## src/rtl/dcc_pkg.sv

```systemverilog
package dcc_pkg;
   // What a mailbox does with a write that arrives while it is full
   typedef enum logic {
      FULL_DROP      = 1'b0,   // keep the unread word, ignore the write
      FULL_OVERWRITE = 1'b1    // take the new word, flag an overrun
   } full_policy_e;
endpackage

```

## src/rtl/dcc_slot.sv

```systemverilog
module dcc_slot #(
   parameter int                    DATA_W = 32,
   parameter dcc_pkg::full_policy_e POLICY = dcc_pkg::FULL_DROP
) (
   input  logic              clk,
   input  logic              rst_n,
   input  logic              put,
   input  logic [DATA_W-1:0] put_data,
   input  logic              take,
   output logic [DATA_W-1:0] held,
   output logic              full,
   output logic              overrun
);
   logic accept;

   if (DATA_W < 1) begin : g_bad_width
      $error("dcc_slot: DATA_W must be at least 1");
   end

   if (POLICY == dcc_pkg::FULL_DROP) begin : g_drop
      // A same-cycle take frees the slot, so the put may land
      assign accept  = put & (~full | take);
      assign overrun = 1'b0;

      p_drop_ignored_r4: assert property (@(posedge clk) disable iff (!rst_n)
         put && full && !take |=> full && $stable(held));
      p_pass_through_r10: assert property (@(posedge clk) disable iff (!rst_n)
         put && full && take |=> full && held == $past(put_data));
   end else begin : g_overwrite
      logic ovr_q;
      assign accept  = put;
      assign overrun = ovr_q;

      always_ff @(posedge clk or negedge rst_n) begin
         if (!rst_n) ovr_q <= 1'b0;
         else        ovr_q <= put & full & ~take;
      end

      p_overwrite_r7: assert property (@(posedge clk) disable iff (!rst_n)
         put && full && !take |=> full && overrun && held == $past(put_data));
      p_no_false_overrun_r11: assert property (@(posedge clk) disable iff (!rst_n)
         !(put && full && !take) |=> !overrun);
   end

   // Flag: a write wins over a read landing in the same cycle
   always_ff @(posedge clk or negedge rst_n) begin
      if (!rst_n)      full <= 1'b0;
      else if (accept) full <= 1'b1;
      else if (take)   full <= 1'b0;
   end

   // Data word carries no reset
   always_ff @(posedge clk) begin
      if (accept) held <= put_data;
   end

   p_put_fills_r2: assert property (@(posedge clk) disable iff (!rst_n)
      put && (!full || take) |=> full && held == $past(put_data));
   p_take_empties_r3: assert property (@(posedge clk) disable iff (!rst_n)
      take && !put |=> !full);  // also R6 on the outbound slot
   p_flag_quiet_r9: assert property (@(posedge clk) disable iff (!rst_n)
      !put && !take |=> $stable(full) && $stable(held));
endmodule

```

## src/rtl/dcc_status_map.sv

```systemverilog
module dcc_status_map #(
   parameter int STATUS_W = 32,
   parameter int RX_POS   = 30,
   parameter int TX_POS   = 29
) (
   input  logic                rx_flag,
   input  logic                tx_flag,
   output logic [STATUS_W-1:0] status
);
   if (RX_POS >= STATUS_W || TX_POS >= STATUS_W || RX_POS < 0 || TX_POS < 0) begin : g_bad_pos
      $error("dcc_status_map: flag position outside the status word");
   end
   if (RX_POS == TX_POS) begin : g_same_pos
      $error("dcc_status_map: flag positions must differ");
   end

   always_comb begin
      status         = '0;
      status[RX_POS] = rx_flag;
      status[TX_POS] = tx_flag;
   end

   always_comb begin
      a_status_count_r8: assert ($countones(status) == 32'(rx_flag) + 32'(tx_flag));
   end
endmodule

```

## src/rtl/dcc_channel.sv

```systemverilog
module dcc_channel #(
   parameter int DATA_W   = 32,
   parameter int STATUS_W = 32,
   parameter int RX_POS   = 30,
   parameter int TX_POS   = 29
) (
   input  logic                clk,
   input  logic                rst_n,
   input  logic                core_rd_rx,
   output logic [DATA_W-1:0]   core_rdata,
   input  logic                core_wr_tx,
   input  logic [DATA_W-1:0]   core_wdata,
   input  logic                ext_wr_rx,
   input  logic [DATA_W-1:0]   ext_wdata,
   input  logic                ext_rd_tx,
   output logic [DATA_W-1:0]   ext_rdata,
   output logic                rx_full,
   output logic                tx_full,
   output logic                tx_overrun,
   output logic [STATUS_W-1:0] status_bits
);
   logic rx_ovr_unused;

   // Inbound: host -> core, unread word is protected
   dcc_slot #(.DATA_W(DATA_W), .POLICY(dcc_pkg::FULL_DROP)) u_rx (
      .clk     (clk),
      .rst_n   (rst_n),
      .put     (ext_wr_rx),
      .put_data(ext_wdata),
      .take    (core_rd_rx),
      .held    (core_rdata),
      .full    (rx_full),
      .overrun (rx_ovr_unused)
   );

   // Outbound: core -> host, newest word wins
   dcc_slot #(.DATA_W(DATA_W), .POLICY(dcc_pkg::FULL_OVERWRITE)) u_tx (
      .clk     (clk),
      .rst_n   (rst_n),
      .put     (core_wr_tx),
      .put_data(core_wdata),
      .take    (ext_rd_tx),
      .held    (ext_rdata),
      .full    (tx_full),
      .overrun (tx_overrun)
   );

   dcc_status_map #(.STATUS_W(STATUS_W), .RX_POS(RX_POS), .TX_POS(TX_POS)) u_map (
      .rx_flag(rx_full),
      .tx_flag(tx_full),
      .status (status_bits)
   );

   p_rx_never_overruns_r4: assert property (@(posedge clk) disable iff (!rst_n)
      !rx_ovr_unused);
   p_overrun_single_r7: assert property (@(posedge clk) disable iff (!rst_n)
      tx_overrun |=> !tx_overrun || $past(core_wr_tx));
endmodule

```

## config.mk

```make
export PLATFORM = sky130hd
export DESIGN_NAME = dcc_channel
export DESIGN_NICKNAME = d
export VERILOG_FILES = /design/src/rtl/dcc_pkg.sv /design/src/rtl/dcc_slot.sv /design/src/rtl/dcc_status_map.sv /design/src/rtl/dcc_channel.sv
export SDC_FILE = /design/constraint.sdc
export NUM_CORES = 1
export LEC_CHECK = 0
export BUFFER_PORTS_ARGS = -buffer_cell sky130_fd_sc_hd__buf_2
export CELL_PAD_IN_SITES_DETAIL_PLACEMENT = 0
export CELL_PAD_IN_SITES_GLOBAL_PLACEMENT = 1
export CORE_MARGIN = 3
export CORE_UTILIZATION = 33
export CTS_BUF_LIST = sky130_fd_sc_hd__clkbuf_16
export CTS_CLUSTER_SIZE = 10
export DETAILED_ROUTE_END_ITERATION = 6
export PLACE_DENSITY_LB_ADDON = 0.2
export SLEW_MARGIN = 10
export SYNTH_ARGS = -nofsm -noshare
export SYNTH_HDL_FRONTEND = slang
export SYNTH_HIERARCHICAL = 1
export SYNTH_SLANG_ARGS = --single-unit
export TNS_END_PERCENT = 5
```

## constraint.sdc

```tcl
create_clock -name clk -period 2.8 [get_ports clk]
set_clock_uncertainty 0.1 [all_clocks]
set_input_delay 0.42 -clock clk [delete_from_list [all_inputs] [get_ports clk]]
set_output_delay 0.42 -clock clk [all_outputs]
set_load 0.005 [all_outputs]
```

# [Word level (Yosys, flattened, before mapping)]
# Cells that the tools add are included.
[classes] n_reduce_logical=2 bitwise=6 muxes=4
[ops] op="$mux 1" count=4
[ops] op="$reduce_bool 2->1" count=2
[ops] op="$and 1x1->1" count=3
[ops] op="$not 1->1" count=2
[ops] op="$or 1x1->1" count=1
[word_totals] reg_bits=67

# [Longest topological paths before layout]
# Gate-level depths: netlist of run 1.
[logic_depth] depth_word=4 mapped_depth=2 depth_no_buf=2

# [Hierarchy]
# Netlist of run 1, hierarchy kept.
[by_module_without_submodules] module="dcc_slot at u_tx" area_each_um2=1028.5 instances=1 cells_per_inst=37 seq_area_each_um2=1011.0
[by_module_without_submodules] module="dcc_slot at u_rx" area_each_um2=1016.0 instances=1 cells_per_inst=38 seq_area_each_um2=985.9
[by_module_without_submodules] module="dcc_status_map" area_each_um2=244.0 instances=1 cells_per_inst=33 seq_area_each_um2=0.0

# [Least setup slack after synthesis of run 1]
# No wires, ideal clock.
[synth_path] path_kind="input-to-reg" start="input port core_rd_rx" end="register u_rx.held[0] (enable)" setup_time_ps=392 path_stages=2 arrival_time_ps=1323 path_slack_ps=985 path_cell_list="nand2b_1 -> and2_1"
[synth_between] elab_chain_cells=2
[synth_lines] element="from (decl)" line_no="dcc_channel.sv:9" source="input logic core_rd_rx,"
[synth_lines] element="$or 1x1->1" line_no="dcc_slot.sv:22" source="assign accept = put & (~full | take);"
[synth_lines] element="$and 1x1->1" line_no="dcc_slot.sv:22"
[synth_lines] element="via u_rx.accept" line_no="dcc_slot.sv:14" source="logic accept;"
[synth_lines] element="to (signal assigned)" line_no="dcc_slot.sv:54" source="if (accept) held <= put_data;"
[synth_lines] element="to (decl)" line_no="dcc_slot.sv:10" source="output logic [DATA_W-1:0] held,"
# The timed path passes the listed nets, and every way through them passes these cells.
# A chain may end at the register's enable or synchronous reset.

# [Final worst setup path of run 1]
[layout_path] start="register u_rx.full" end="register u_rx.held[26] (enable)"
[layout_between] elab_chain_cells=3
[layout_lines] element="from (decl)" line_no="dcc_slot.sv:11" source="output logic full,"
[layout_lines] element="from (signal assigned)" line_no="dcc_slot.sv:47" source="if (!rst_n) full <= 1'b0;"
[layout_lines] element="from (signal assigned)" line_no="dcc_slot.sv:48" source="else if (accept) full <= 1'b1;"
[layout_lines] element="from (signal assigned)" line_no="dcc_slot.sv:49" source="else if (take) full <= 1'b0;"
[layout_lines] element="$not 1->1" line_no="dcc_slot.sv:22"
[layout_lines] element="$or 1x1->1" line_no="dcc_slot.sv:22"
[layout_lines] element="$and 1x1->1" line_no="dcc_slot.sv:22"
[layout_lines] element="via u_rx.accept" line_no="dcc_slot.sv:14"
# The timed path passes the listed nets, and every way through them passes these cells.

==> results of run 1 <==
[registers in the layout, summed over array words and instances, names as in the netlist]
register      cells
u_rx/held        32
u_tx/full         1
u_tx/held        32
u_tx/overrun      1
u_rx/full         1
[cell type report]
cell class,instances,share of cell area (%)
Sequential cell,67,62.37
Timing Repair Buffer,140,22.12
Clock buffer,9,7.034
Multi-Input combinational cell,35,4.533
Tap cell,77,3.009
Clock inverter,7,0.8206
Inverter,1,0.1172
[stage by stage]
stage / hold slack [ns] / setup slack (ns) / instances
finish: 0.1800 / 1.398 / 336
global route: 0.1585 / 1.297 / 336
CTS: 0.1654 / 1.392 / 336
detailed placement: 0.1176 / 1.264 / 319
global placement: 0.1176 / 1.282 / 319
floorplan: 0.02441 / 0.9846 / 135
[worst paths after layout]
kind	to	slack, ns	cells past startpoint
min in group asynchronous	u_rx/full	0.33	2
max	u_rx/held[26]	1.40	3
min reg2reg	u_tx/full	0.43	1
max reg2reg	u_rx/held[26]	1.40	3
min	u_tx/held[26]	0.18	1
max in group asynchronous	u_tx/full	2.17	2
[worst max-delay path, cell delays in order, from the launching register on]
cell	delay, ns
dfrtp_1	0.38
nand2b_1	0.09
and2_1	0.12
buf_4	0.35
[per-layer routing]
| layer | part of all wire, % | GRT usage (%) | vias to the layer above |
|---|---|---|---|
| met3 | 21 | 7.926 | 8 |
| met2 | 43 | 15.86 | 123 |
| met5 | 0 | 0 | - |
| met1 | 34 | 10.94 | 571 |
| li1 | - | - | 626 |
| met4 | 2.1 | 7.307 | 0 |
[power by group through the flow]
stage | Clock, uW | Combinational [uW] | Sequential, uW
2_1_floorplan | 0 | 53.9 | 1220
3_3_place_gp | 0 | 160 | 1210
3_5_place_dp | 0 | 160 | 1210
4_1_cts | 948 | 161 | 1190
5_1_grt | 998 | 181 | 1200
6_report | 912 | 157 | 1190
[what timing repair did]
action                                  CTS  global route
endpoints found under the hold margin     3             0
hold buffers                              1             0
endpoints found under the setup margin    0             0
==> flow_summary.yaml, run 1 <==
pwr:
  clockPowerShare_pct: 40.3
  switching_share_pct: 19.07
  p_leak_uw: 0.001466
  p_total_uw: 2261
  ir_drop_mv: 0.3841
  p_sw_uw: 431.1
  power_density_mw_per_mm2: 706.1
  internal-power_uw: 1830
  p_seq_share_pct: 52.7
  p_comb_share_pct: 7.0
worst_hold_path:
  hp-start: "core_wdata[26]"
  hold_path_class: "in -> reg"
finish:
  post-route-cell-area_mm2: 0.003202
  fin_util_pct: 49.02
  layout_common_cells: "buf_2 (138), edfxtp_1 (64), conb_1 (30)"
  area_delta_synth_final_pct: 40.60
  num-fill-cells: 596
  design.final.nets: 324
  multi_input_area_um2: 145.1
  layout_commonest_cell: "buf_2"
  antennaDiodeCount: 0
  drive_gt1_share_pct: 57.14
  register_area_mm2: 0.001997
placement:
  dp_hpwl_um: 3339
  placedInstanceArea_mm2: 0.002940
  routabilityCongestion: 0.6924
  io_buffers: 138
drt:
  ant_nets: 0
  via_per_inst: 3.952
  num_vias: 1328
  routedWlPerCell_um: 12.82
  routed_wl_um: 4307
  drtIter0Drc: 37
  drc: 0
  drt_first_pass_iters: 4
status:
  outcome: "complete, no violations"
cts:
  post_cts_resized: 0
  cts_made_buffers: 9
  root_buffer: "clkbuf_16"
  cts.sinks: 67
  cts_tree: "yes"
  htreeDepth: 3
  clkTransAtPathRegs_ns: 0.05
  clock_latency_ns: 0.31
  cts_setup_buffers: 0
  clk_path_buf_depth: 2
global_routing:
  grt_first_pass_wirelength_um: 6127
  grt_max_degree: 35
  grt_overflow: 0
  antenna_found_initial: 0
  grt_use_total_pct: 10.87
  grt_pass1_vias: 1290
sta:
  rsz0062_at_grt: "false"
  min_period_ns: 1.402
  finalCritPeriodShare_pct: 50.08
  fmax_mhz: 713.1
  final_max_slew_viol_count: 0
  setup_violations: 0
  tightest_slew_ns: 0.6880
  hold_violations: 0
  slew-limit-headroom_pct: 54.13
  finalSetupTns_ns: 0
critical_path:
  worstPathArrival_ns: 1.27
  crit-reg2reg-launch: "u_rx/full"
  worstSetupStartpoint: "u_rx/full"
  crit_path_start_kind: "register"
  worstSetupEndpointType: "register"
  crit_required_ns: 2.66
  critPathKind: "reg -> reg"
  critPathMaxFanout: 32
synth:
  syn-cell-area_mm2: 0.002277
  ys_warn_count: 6
  syn_inst: 106
  synth_area_per_cell_um2: 21.48
floorplanning:
  die_area_mm2: 0.007933
  die_h_um: 89.07
  die_width_um: 89.07
  num_rows: 29
  initial_core_util_pct: 34.87
  coreArea_mm2: 0.006531
  num_io_pins: 169
flow_run:
  maxCapViolations: 0
No activity file was read; power rests on OpenSTA's default activity.
==> inputs of run 2 (changes only) <==
--- a/config.mk
+++ b/config.mk
@@ -9,7 +9,7 @@
 export CELL_PAD_IN_SITES_DETAIL_PLACEMENT = 0
 export CELL_PAD_IN_SITES_GLOBAL_PLACEMENT = 1
 export CORE_MARGIN = 3
-export CORE_UTILIZATION = 33
+export CORE_UTILIZATION = 30
 export CTS_BUF_LIST = sky130_fd_sc_hd__clkbuf_16
 export CTS_CLUSTER_SIZE = 10
 export DETAILED_ROUTE_END_ITERATION = 6
==> constraint.sdc (replaced) <==
create_clock -name clk -period 1.3 [get_ports clk]
set_clock_uncertainty 0.1 [all_clocks]
set_input_delay 0.195 -clock clk [delete_from_list [all_inputs] [get_ports clk]]
set_output_delay 0.195 -clock clk [all_outputs]
set_load 0.005 [all_outputs]
==> run 2 against run 1 <==
Against the previous run: core utilization increased by 5.5 points; via count rose by 20%; non-clock buffer count rose by 67; routed wire length grew 26%; sequential power up 120%; clock-buffer cell count is the same; largest power group unchanged.
==> flow_summary.yaml, run 2 (same netlist as run 1, synthesis figures left out) <==
pwr:
  power_density_mw_per_mm2: 1360
  ir_drop_mv: 0.7286
  p_leak_uw: 0.001752
floorplanning:
  num_rows: 31
  num_io_pins: 169
  initial_core_util_pct: 31.23
  die_width_um: 93.13
  die_h_um: 93.13
  die_area_mm2: 0.008672
  coreArea_mm2: 0.007292
critical_path:
  critPathMaxFanout: 18
  cp_slowest_cell: "dlygate4sd3_1"
  crit_path_start_kind: "primary input"
  worstPathArrival_ns: 1.16
  crit_required_ns: 1.22
  cp_cell_sequence: "dlygate4sd3_1 > buf_2 > and2_4 > buf_12"
  worstSetupEndpointType: "register"
  critPathKind: "in -> reg"
  slowest_delay_ns: 0.53
finish:
  antennaDiodeCount: 0
  area_delta_synth_final_pct: 74.67
  fin_util_pct: 54.55
  layout_commonest_cell: "buf_2"
  design.final.nets: 391
  num-fill-cells: 619
  final_cells: 425
  drive_gt1_share_pct: 48.16
  largest_registers: "u_rx/held x32, u_tx/held x32"
  layout_common_cells: "buf_2 (138), dlygate4sd3_1 (66), edfxtp_1 (64)"
sta:
  worst_slack_ns: 0.05982
  final_max_slew_viol_count: 0
  finalCritPeriodShare_pct: 95.40
  hold_violations: 0
  min_period_ns: 1.240
  setup_violations: 0
  finalSetupTns_ns: 0
  fmax_mhz: 806.3
  rsz0062_at_grt: "false"
global_routing:
  grt_max_degree: 28
  grt_overflow: 0
  grt_use_total_pct: 12.61
  grt_pass1_vias: 1639
  grt_first_pass_wirelength_um: 8121
  antenna_found_initial: 0
drt:
  drc: 0
  drtIter0Drc: 23
  routed_wl_um: 5432
  ant_nets: 0
  via_per_inst: 3.762
  routedWlPerCell_um: 12.78
  num_vias: 1599
  drt_first_pass_iters: 3
placement:
  dp_hpwl_um: 3666
  placed_cells: 343
  routabilityCongestion: 0.6784
  io_buffers: 138
  pre_cts_ws_ns: 0.1029
status:
  outcome: "complete, no violations"
cts:
  htreeDepth: 3
  cts_hold_buf: 66
  clkTransAtPathRegs_ns: 0.05
  root_buffer: "clkbuf_16"
  cts_made_buffers: 9
  clk_path_buf_depth: 2
  cts_tree: "yes"
  post_cts_resized: 0
  clock_latency_ns: 0.31
  cts.sinks: 67
  cts_setup_buffers: 0
flow_run:
  maxCapViolations: 0
worst_hold_path:
  hold_path_class: "in -> reg"
==> run 2: metrics by stage <==
| step | instance area (um^2) | hold WS [ns] | power, uW |
|---|---|---|---|
| after detailed placement | 3023 | -0.1059 | 2981 |
| after global placement | 3023 | -0.1073 | 2978 |
| final | 3978 | 0.05542 | 5409 |
| after CTS | 3978 | 0.04616 | 5467 |
| after floorplan | 2389 | -0.2006 | 2752 |
| after global routing | 3978 | 0.06752 | 5629 |
==> run 2: final timing paths <==
kind | cells past startpoint | start | slack [ns] | end
max | 4 | ext_wr_rx | 0.06 | u_rx/held[31]
min | 3 | core_rd_rx | 0.06 | u_rx/full
max reg2reg | 3 | u_rx/full | 0.08 | u_rx/held[31]
min reg2reg | 1 | u_tx/full | 0.43 | u_tx/full
max in group asynchronous | 2 | rst_n | 0.89 | u_tx/overrun
min in group asynchronous | 2 | rst_n | 0.11 | u_rx/full
==> run 2: final cells by class <==
class | instances | area [um^2] | area share (%)
tap | 99 | 123.9 | 3.114
timing repair buffer | 207 | 1411 | 35.48
multi-input combinational | 35 | 147.6 | 3.712
clock inverter | 7 | 68.82 | 1.730
inverter | 1 | 3.754 | 0.09437
clock buffer | 9 | 225.2 | 5.662
sequential | 67 | 1997 | 50.20
==> run 2: critical path, delay by kind of cell <==
kind	cells	cell delay, ns
buffers and inverters	3	0.79
and+or+nand+nor	1	0.16
==> run 2: where the power goes <==
group          total (uW)  switching [uW]  internal [uW]
registers            2570            35.6           2530
logic                 526             208            318
clock network        2320             846           1470
==> run 2: layer usage <==
layer | global-route usage [%] | share of wire (%)
met4 | 6.227 | 1.4
met1 | 13.25 | 37
met3 | 6.919 | 15
met5 | 0 | 0
met2 | 20.46 | 47
